File: src/rtl/ppx_pkg.sv
// Shared types and helpers for the parallel port expander.
// Assumes an 8-bit bus and a 2-bit register select.
package ppx_pkg;

    localparam int BUS_W   = 8;
    localparam int SEL_W   = 2;
    localparam int NIB_W   = BUS_W / 2;
    localparam int BIDX_W  = $clog2(BUS_W);

    typedef enum logic [SEL_W-1:0] {
        SEL_PA  = 2'b00,
        SEL_PB  = 2'b01,
        SEL_PC  = 2'b10,
        SEL_CTL = 2'b11
    } ppx_sel_e;

    // Direction flags, 1 means the group is an input.
    typedef struct packed {
        logic a_in;
        logic ch_in;
        logic b_in;
        logic cl_in;
    } ppx_dir_t;

    localparam ppx_dir_t DIR_AT_RESET = '{a_in: 1'b1, ch_in: 1'b1, b_in: 1'b1, cl_in: 1'b1};

    // Control byte positions that the processor depends on.
    localparam int CW_KIND_BIT = 7;
    localparam int CW_A_BIT    = 4;
    localparam int CW_CH_BIT   = 3;
    localparam int CW_B_BIT    = 1;
    localparam int CW_CL_BIT   = 0;

    // Pull the direction flags out of a mode-set byte.
    function automatic ppx_dir_t dir_from_word(input logic [BUS_W-1:0] w);
        ppx_dir_t d;
        d.a_in  = w[CW_A_BIT];
        d.ch_in = w[CW_CH_BIT];
        d.b_in  = w[CW_B_BIT];
        d.cl_in = w[CW_CL_BIT];
        return d;
    endfunction

    // Rebuild the readable control byte from the direction flags.
    function automatic logic [BUS_W-1:0] word_from_dir(input ppx_dir_t d);
        logic [BUS_W-1:0] w;
        w              = '0;
        w[CW_KIND_BIT] = 1'b1;
        w[CW_A_BIT]    = d.a_in;
        w[CW_CH_BIT]   = d.ch_in;
        w[CW_B_BIT]    = d.b_in;
        w[CW_CL_BIT]   = d.cl_in;
        return w;
    endfunction

endpackage

File: src/rtl/ppx_bus_if.sv
// Bus front end: samples the write strobe and produces a one-cycle commit
// pulse on the cycle in which the strobe is seen rising with chip select low.
// Assumes the strobes are already synchronous to clk and that address and
// data are steady on the commit cycle.
module ppx_bus_if
    import ppx_pkg::*;
#(
    parameter int DATA_W = BUS_W,
    parameter int ADDR_W = SEL_W
) (
    input  logic              clk,
    input  logic              rst_n,
    input  logic              cs_n,
    input  logic              wr_n,
    input  logic [ADDR_W-1:0] addr,
    input  logic [DATA_W-1:0] wdata,
    output logic              commit,
    output ppx_sel_e          commit_sel,
    output logic [DATA_W-1:0] commit_data
);

    logic wr_n_q;

    // Remember the strobe level from the previous cycle.
    always_ff @(posedge clk) begin
        if (!rst_n) begin
            wr_n_q <= 1'b1;
        end else begin
            wr_n_q <= wr_n;
        end
    end

    // Rising strobe while selected is a register write.
    always_comb begin
        commit      = !wr_n_q && wr_n && !cs_n;
        commit_sel  = ppx_sel_e'(addr);
        commit_data = wdata;
    end

endmodule

File: src/rtl/ppx_ctrl.sv
// Control register: holds the direction flags and splits a control write
// into a mode-set or a single-bit command for port C.
// Assumes commit is a one-cycle pulse from the bus front end.
module ppx_ctrl
    import ppx_pkg::*;
#(
    parameter int DATA_W = BUS_W,
    parameter int IDX_W  = BIDX_W
) (
    input  logic              clk,
    input  logic              rst_n,
    input  logic              commit,
    input  ppx_sel_e          commit_sel,
    input  logic [DATA_W-1:0] commit_data,
    output ppx_dir_t          dir,
    output logic              mode_load,
    output logic              bit_load,
    output logic [IDX_W-1:0]  bit_idx,
    output logic              bit_val
);

    logic ctl_hit;

    // Decode which of the two command kinds this write carries.
    always_comb begin
        ctl_hit   = commit && (commit_sel == SEL_CTL);
        mode_load = ctl_hit && commit_data[CW_KIND_BIT];
        bit_load  = ctl_hit && !commit_data[CW_KIND_BIT];
        bit_idx   = commit_data[IDX_W:1];
        bit_val   = commit_data[0];
    end

    // Direction flags change only on a mode-set word.
    always_ff @(posedge clk) begin
        if (!rst_n) begin
            dir <= DIR_AT_RESET;
        end else if (mode_load) begin
            dir <= dir_from_word(commit_data);
        end
    end

endmodule

File: src/rtl/ppx_out_latch.sv
// Output latch for one port. It loads a whole byte, changes a single bit,
// or clears to zero. A clear wins over everything else, and a whole-byte
// load wins over a single-bit change. Assumes at most one of these
// requests is active in any cycle during normal use.
module ppx_out_latch #(
    parameter int WIDTH    = 8,
    parameter bit HAS_BITS = 1'b0,
    localparam int IDX_W   = $clog2(WIDTH)
) (
    input  logic             clk,
    input  logic             rst_n,
    input  logic             clr,
    input  logic             load,
    input  logic [WIDTH-1:0] load_data,
    input  logic             bit_load,
    input  logic [IDX_W-1:0] bit_idx,
    input  logic             bit_val,
    output logic [WIDTH-1:0] q
);

    logic [WIDTH-1:0] nxt;

    // Work out the next latch value from the request.
    generate
        if (HAS_BITS) begin : g_bits
            always_comb begin
                nxt = q;
                if (clr) begin
                    nxt = '0;
                end else if (load) begin
                    nxt = load_data;
                end else if (bit_load) begin
                    nxt[bit_idx] = bit_val;
                end
            end
        end else begin : g_plain
            logic unused_bits;
            assign unused_bits = bit_load ^ bit_val ^ (^bit_idx);
            always_comb begin
                nxt = q;
                if (clr) begin
                    nxt = '0;
                end else if (load) begin
                    nxt = load_data;
                end
            end
        end
    endgenerate

    // Hold the latched output value.
    always_ff @(posedge clk) begin
        if (!rst_n) begin
            q <= '0;
        end else begin
            q <= nxt;
        end
    end

endmodule

File: src/rtl/ppx_rd_mux.sv
// Read path. It picks the latch for a group that is an output and the live
// pins for a group that is an input. Port C is chosen nibble by nibble.
// The output is zero when the bus is not reading. Purely combinational.
module ppx_rd_mux
    import ppx_pkg::*;
#(
    parameter int DATA_W = BUS_W,
    localparam int HALF_W = DATA_W / 2
) (
    input  logic              cs_n,
    input  logic              rd_n,
    input  ppx_sel_e          sel,
    input  ppx_dir_t          dir,
    input  logic [DATA_W-1:0] a_latch,
    input  logic [DATA_W-1:0] b_latch,
    input  logic [DATA_W-1:0] c_latch,
    input  logic [DATA_W-1:0] a_pins,
    input  logic [DATA_W-1:0] b_pins,
    input  logic [DATA_W-1:0] c_pins,
    output logic [DATA_W-1:0] rdata,
    output logic              rdata_oe
);

    logic [DATA_W-1:0] a_view;
    logic [DATA_W-1:0] b_view;
    logic [DATA_W-1:0] c_view;
    logic [DATA_W-1:0] picked;

    // Per-group view: pins when input, latch when output.
    always_comb begin
        a_view = dir.a_in ? a_pins : a_latch;
        b_view = dir.b_in ? b_pins : b_latch;
        c_view[HALF_W-1:0]      = dir.cl_in ? c_pins[HALF_W-1:0] : c_latch[HALF_W-1:0];
        c_view[DATA_W-1:HALF_W] = dir.ch_in ? c_pins[DATA_W-1:HALF_W] : c_latch[DATA_W-1:HALF_W];
    end

    // Register select for the read.
    always_comb begin
        unique case (sel)
            SEL_PA:  picked = a_view;
            SEL_PB:  picked = b_view;
            SEL_PC:  picked = c_view;
            default: picked = word_from_dir(dir);
        endcase
    end

    // Gate the data onto the bus only during a selected read.
    always_comb begin
        rdata_oe = !cs_n && !rd_n;
        rdata    = rdata_oe ? picked : '0;
    end

endmodule

File: src/rtl/ppx_expander.sv
// Top level of the parallel port expander: bus front end, control register,
// three output latches and the read path. All ports are in simple I/O mode.
// Port C also takes single-bit set/clear commands.
// Assumes synchronous strobes and a synchronous active-low reset.
module ppx_expander
    import ppx_pkg::*;
(
    input  logic             clk,
    input  logic             rst_n,
    input  logic             cs_n,
    input  logic             rd_n,
    input  logic             wr_n,
    input  logic [SEL_W-1:0] addr,
    input  logic [BUS_W-1:0] wdata,
    output logic [BUS_W-1:0] rdata,
    output logic             rdata_oe,
    input  logic [BUS_W-1:0] pa_in,
    output logic [BUS_W-1:0] pa_out,
    output logic [BUS_W-1:0] pa_oe,
    input  logic [BUS_W-1:0] pb_in,
    output logic [BUS_W-1:0] pb_out,
    output logic [BUS_W-1:0] pb_oe,
    input  logic [BUS_W-1:0] pc_in,
    output logic [BUS_W-1:0] pc_out,
    output logic [BUS_W-1:0] pc_oe
);

    localparam int NPORT = 3;

    logic              commit;
    ppx_sel_e          commit_sel;
    logic [BUS_W-1:0]  commit_data;
    ppx_dir_t          dir;
    logic              mode_load;
    logic              bit_load;
    logic [BIDX_W-1:0] bit_idx;
    logic              bit_val;
    logic [BUS_W-1:0]  latch_q [NPORT];

    ppx_bus_if u_bus (
        .clk         (clk),
        .rst_n       (rst_n),
        .cs_n        (cs_n),
        .wr_n        (wr_n),
        .addr        (addr),
        .wdata       (wdata),
        .commit      (commit),
        .commit_sel  (commit_sel),
        .commit_data (commit_data)
    );

    ppx_ctrl u_ctrl (
        .clk         (clk),
        .rst_n       (rst_n),
        .commit      (commit),
        .commit_sel  (commit_sel),
        .commit_data (commit_data),
        .dir         (dir),
        .mode_load   (mode_load),
        .bit_load    (bit_load),
        .bit_idx     (bit_idx),
        .bit_val     (bit_val)
    );

    // One latch per port; only port C (index 2) takes single-bit commands.
    generate
        for (genvar p = 0; p < NPORT; p++) begin : g_port
            localparam bit IS_C = (p == 2);
            logic hit;
            assign hit = commit && (commit_sel == ppx_sel_e'(p));
            ppx_out_latch #(
                .WIDTH    (BUS_W),
                .HAS_BITS (IS_C)
            ) u_latch (
                .clk       (clk),
                .rst_n     (rst_n),
                .clr       (mode_load),
                .load      (hit),
                .load_data (commit_data),
                .bit_load  (IS_C ? bit_load : 1'b0),
                .bit_idx   (bit_idx),
                .bit_val   (bit_val),
                .q         (latch_q[p])
            );
        end
    endgenerate

    // Drive latches and enables out; enables follow direction per group.
    always_comb begin
        pa_out = latch_q[0];
        pb_out = latch_q[1];
        pc_out = latch_q[2];
        pa_oe  = {BUS_W{!dir.a_in}};
        pb_oe  = {BUS_W{!dir.b_in}};
        pc_oe  = {{NIB_W{!dir.ch_in}}, {NIB_W{!dir.cl_in}}};
    end

    ppx_rd_mux u_rd (
        .cs_n     (cs_n),
        .rd_n     (rd_n),
        .sel      (ppx_sel_e'(addr)),
        .dir      (dir),
        .a_latch  (latch_q[0]),
        .b_latch  (latch_q[1]),
        .c_latch  (latch_q[2]),
        .a_pins   (pa_in),
        .b_pins   (pb_in),
        .c_pins   (pc_in),
        .rdata    (rdata),
        .rdata_oe (rdata_oe)
    );

endmodule

File: config.mk
export PLATFORM = sky130hd
export DESIGN_NAME = ppx_expander
export DESIGN_NICKNAME = d
export VERILOG_FILES = /design/src/rtl/ppx_pkg.sv /design/src/rtl/ppx_bus_if.sv /design/src/rtl/ppx_ctrl.sv /design/src/rtl/ppx_out_latch.sv /design/src/rtl/ppx_rd_mux.sv /design/src/rtl/ppx_expander.sv
export SDC_FILE = /design/constraint.sdc
export NUM_CORES = 1
export LEC_CHECK = 0
export CAP_MARGIN = 40
export CORE_MARGIN = 2
export CORE_UTILIZATION = 38
export CTS_CLUSTER_DIAMETER = 200
export CTS_CLUSTER_SIZE = 20
export DETAILED_ROUTE_END_ITERATION = 10
export HOLD_SLACK_MARGIN = 0.06
export PLACE_DENSITY = 0.78
export SETUP_SLACK_MARGIN = 0.3
export SYNTH_ARGS = -nofsm -noshare
export SYNTH_HDL_FRONTEND = slang
export SYNTH_HIERARCHICAL = 1
export SYNTH_SLANG_ARGS = --single-unit
export TNS_END_PERCENT = 100
File: constraint.sdc
create_clock -name clk -period 1.8 [get_ports clk]
set_input_delay 0.45 -clock clk [delete_from_list [all_inputs] [get_ports clk]]
set_output_delay 0.45 -clock clk [all_outputs]
set_load 0.01 [all_outputs]
==> impl_metrics.tcl <==
set metrics [dict create \
    status "finished with violations" \
    violations "setup timing" \
    switchingPower_w 0.000462 \
    die_h_um 77.8 \
    drive_above_1_share_pct 56.4 \
    start_kind "flop" \
    ioPinCount 96 \
    grt_pass1_wl_um 10300 \
    setup_violations 20 \
    grtUsageTotal_pct 21.5 \
    die_w_um 77.8 \
    gr-total-overflow 0 \
    slew_violations 0 \
    cts.sinks 29 \
    power_per_cell_area_mw_per_mm2 454 \
    clkPwrFrac_pct 41.3 \
    instances_no_fill 419 \
    r2r_start "u_bus/wr_n_q$_SDFF_PN1_" \
    fp-row-count 26 \
    r2r-end "g_port[2].u_latch/q[2]$_SDFFE_PP0P_" \
    p_int_w 0.00130 \
    cts_root_buf "clkbuf_8" \
    coreArea_mm2 0.00517 \
    rsz0062_at_grt "true" \
    worstSetupPathType "flop to primary output" \
    synthesis.area_mm2 0.00207 \
    combPwrFrac_pct 21.7 \
    critPathMaxFanout 7 \
    drt_iter0_drc 96 \
    antenna_found_initial 0 \
    worst_pin_slew_ns 0.466 \
    reg2reg_slack_ns 0.04 \
    synth_nets 262 \
    place_inst 384 \
    hp-class "primary input to flop" \
    finalHoldViolations 0 \
    drt_wl_total_um 7940 \
    routabilityCongestion 0.803 \
    grt_max_degree 17 \
    die_area_mm2 0.00606 \
    p_leak_nw 1.80 \
    cts_made_buffers 5 \
    hp-start "wr_n" \
    htree_levels 2 \
    path_cells "buf_12 > mux2i_1 > o22a_1 > a21oi_2 > buf_2" \
    cts-hold-fix-buffers 0 \
    clkLatencyLatePin_ns 0.28 \
    firstDrtPassIters 4 \
    viasPerCell 5.16 \
    syn_area_per_cell_um2 9.29 \
    vdd_ir_drop_max_v 0.000358 \
    io_buffers 95 \
    syn_to_final_growth_pct 87.5 \
    num_vias 2162 \
    fmax_ghz 0.521 \
    antenna_left 0 \
    fin_skew_ns 0.00417 \
    wire_per_inst_um 18.9 \
    switching_share_pct 26.2 \
    tritoncts "built" \
    yosys_warnings 6 \
    holdPathStages 2 \
    cap_viol_max_count 0 \
    max_stage_delay_ns 0.36 \
    crit_required_ns 1.35 \
    fin_ws_ns -0.119 \
    worstRegToRegCells 7 \
    post-route-drc-count 0 \
    min_to "u_bus/wr_n_q$_SDFF_PN1_" \
    initial_core_util_pct 40.0 \
    cts.path.max_buffers 2 \
    slowest_stage "dfxtp_2" \
    min_period_over_period_pct 107 \
    p_seq_share_pct 37.0 \
    crit_arrival_ns 1.47 \
    synthCells 223 \
    finalNetCount 387 \
    fin_crit_ns 1.92 \
    slew_headroom_pct 68.9 \
    holdWs_ns 0.378 \
    clk_pin_slew_ns 0.07 \
    hpwl_um 4590 \
    antenna_cells 0 \
    grt_pass1_vias 2051 \
    crit_path_end_kind "primary output" \
]
==> cell type report <==
type | instances | area (um2)
Sequential cell | 29 | 591
Fill cell | 343 | 1290
Tap cell | 70 | 87.6
Clock inverter | 2 | 37.5
Clock buffer | 6 | 82.6
Multi-Input combinational cell | 144 | 1510
Timing Repair Buffer | 164 | 1540
Inverter | 4 | 31.3
==> sequential cells by signal, indices dropped and copies added, names as in the netlist <==
| register | count |
|---|---|
| g_port.u_latch/q | 24 |
| u_ctrl/dir | 4 |
| u_bus/wr_n_q | 1 |
==> power by group through the flow <==
stage / Combinational (W) / Clock [W] / Sequential [W]
after global placement: 0.000305 / 0 / 0.000667
final: 0.000382 / 0.000728 / 0.000652
after floorplan: 0.000145 / 0 / 0.000670
after detailed placement: 0.000307 / 0 / 0.000667
after global routing: 0.000401 / 0.000767 / 0.000653
after CTS: 0.000301 / 0.000736 / 0.000652
==> cell usage in the layout (no fill, tap or decap), types with 3 or more instances in the layout <==
cell type / instances
dlygate4sd2_1: 44
buf_6: 42
buf_4: 38
mux2i_1: 30
dfxtp_1: 23
buf_2: 18
nor2b_1: 12
mux2i_2: 11
nor2_4: 10
clkdlybuf4s50_1: 8
clkbuf_8: 6
nor2_1: 6
buf_12: 6
nor3_2: 6
dfxtp_2: 5
nand2b_4: 4
nor2b_2: 4
a2111oi_4: 4
o22a_1: 4
mux2_4: 4
o21ai_2: 4
a21oi_2: 4
nor2_2: 3
a2111oi_2: 3
clkdlybuf4s15_1: 3
o22ai_1: 3
o21a_1: 3
==> how the worst max path moves through the flow <==
| stage | start | endpoint | cells after the start |
|---|---|---|---|
| 6_report | u_ctrl/dir[3]$_SDFFE_PN1P_ | rdata[4] | 5 |
| 5_1_grt | u_ctrl/dir[3]$_SDFFE_PN1P_ | rdata[4] | 5 |
| 4_1_cts | u_ctrl/dir[3]$_SDFFE_PN1P_ | rdata[5] | 5 |
| 3_5_place_dp | addr[1] | rdata[1] | 5 |
| 3_3_place_gp | addr[0] | rdata[3] | 5 |
| 2_1_floorplan | cs_n | g_port[2].u_latch/q[0]$_SDFFE_PP0P_ | 6 |
==> timing repair <==
action	in CTS	in global routing
pin swaps	29	29
setup buffers	11	15
setup endpoints to repair	85	59
gates resized for setup	257	104
cloned	0	1
==> layer usage <==
layer	global-route usage [%]	wire, um	vias up
met5	0	0	-
met4	6.07	65	0
met3	4.53	403	6
met2	37.7	4220	86
met1	26.5	3250	1057
li1	-	-	1013
==> metrics by stage <==
| step | util (%) | setup slack [ns] | cell area, um2 | TNS, ns | total power, W |
|---|---|---|---|---|---|
| after floorplan | - | 0.167 | 2100 | 0 | 0.000815 |
| final | 75.1 | -0.119 | 3880 | -0.732 | 0.00176 |
| after detailed placement | 60.7 | -0.789 | 3140 | -16.44 | 0.000975 |
| after global placement | 60.7 | -0.771 | 3140 | -15.28 | 0.000972 |
| after global routing | 75.1 | -0.172 | 3880 | -2.48 | 0.00182 |
| after CTS | 65.3 | -0.0816 | 3380 | -0.483 | 0.00169 |
==> critical path, delay by kind of cell (launching register included) <==
kind	cells	cell delay, ns
AOI/OAI and AO/OA	2	0.26
buffers and inverters	2	0.27
DFF	1	0.36
muxes	1	0.29
Power figures use the tool's default switching activity.
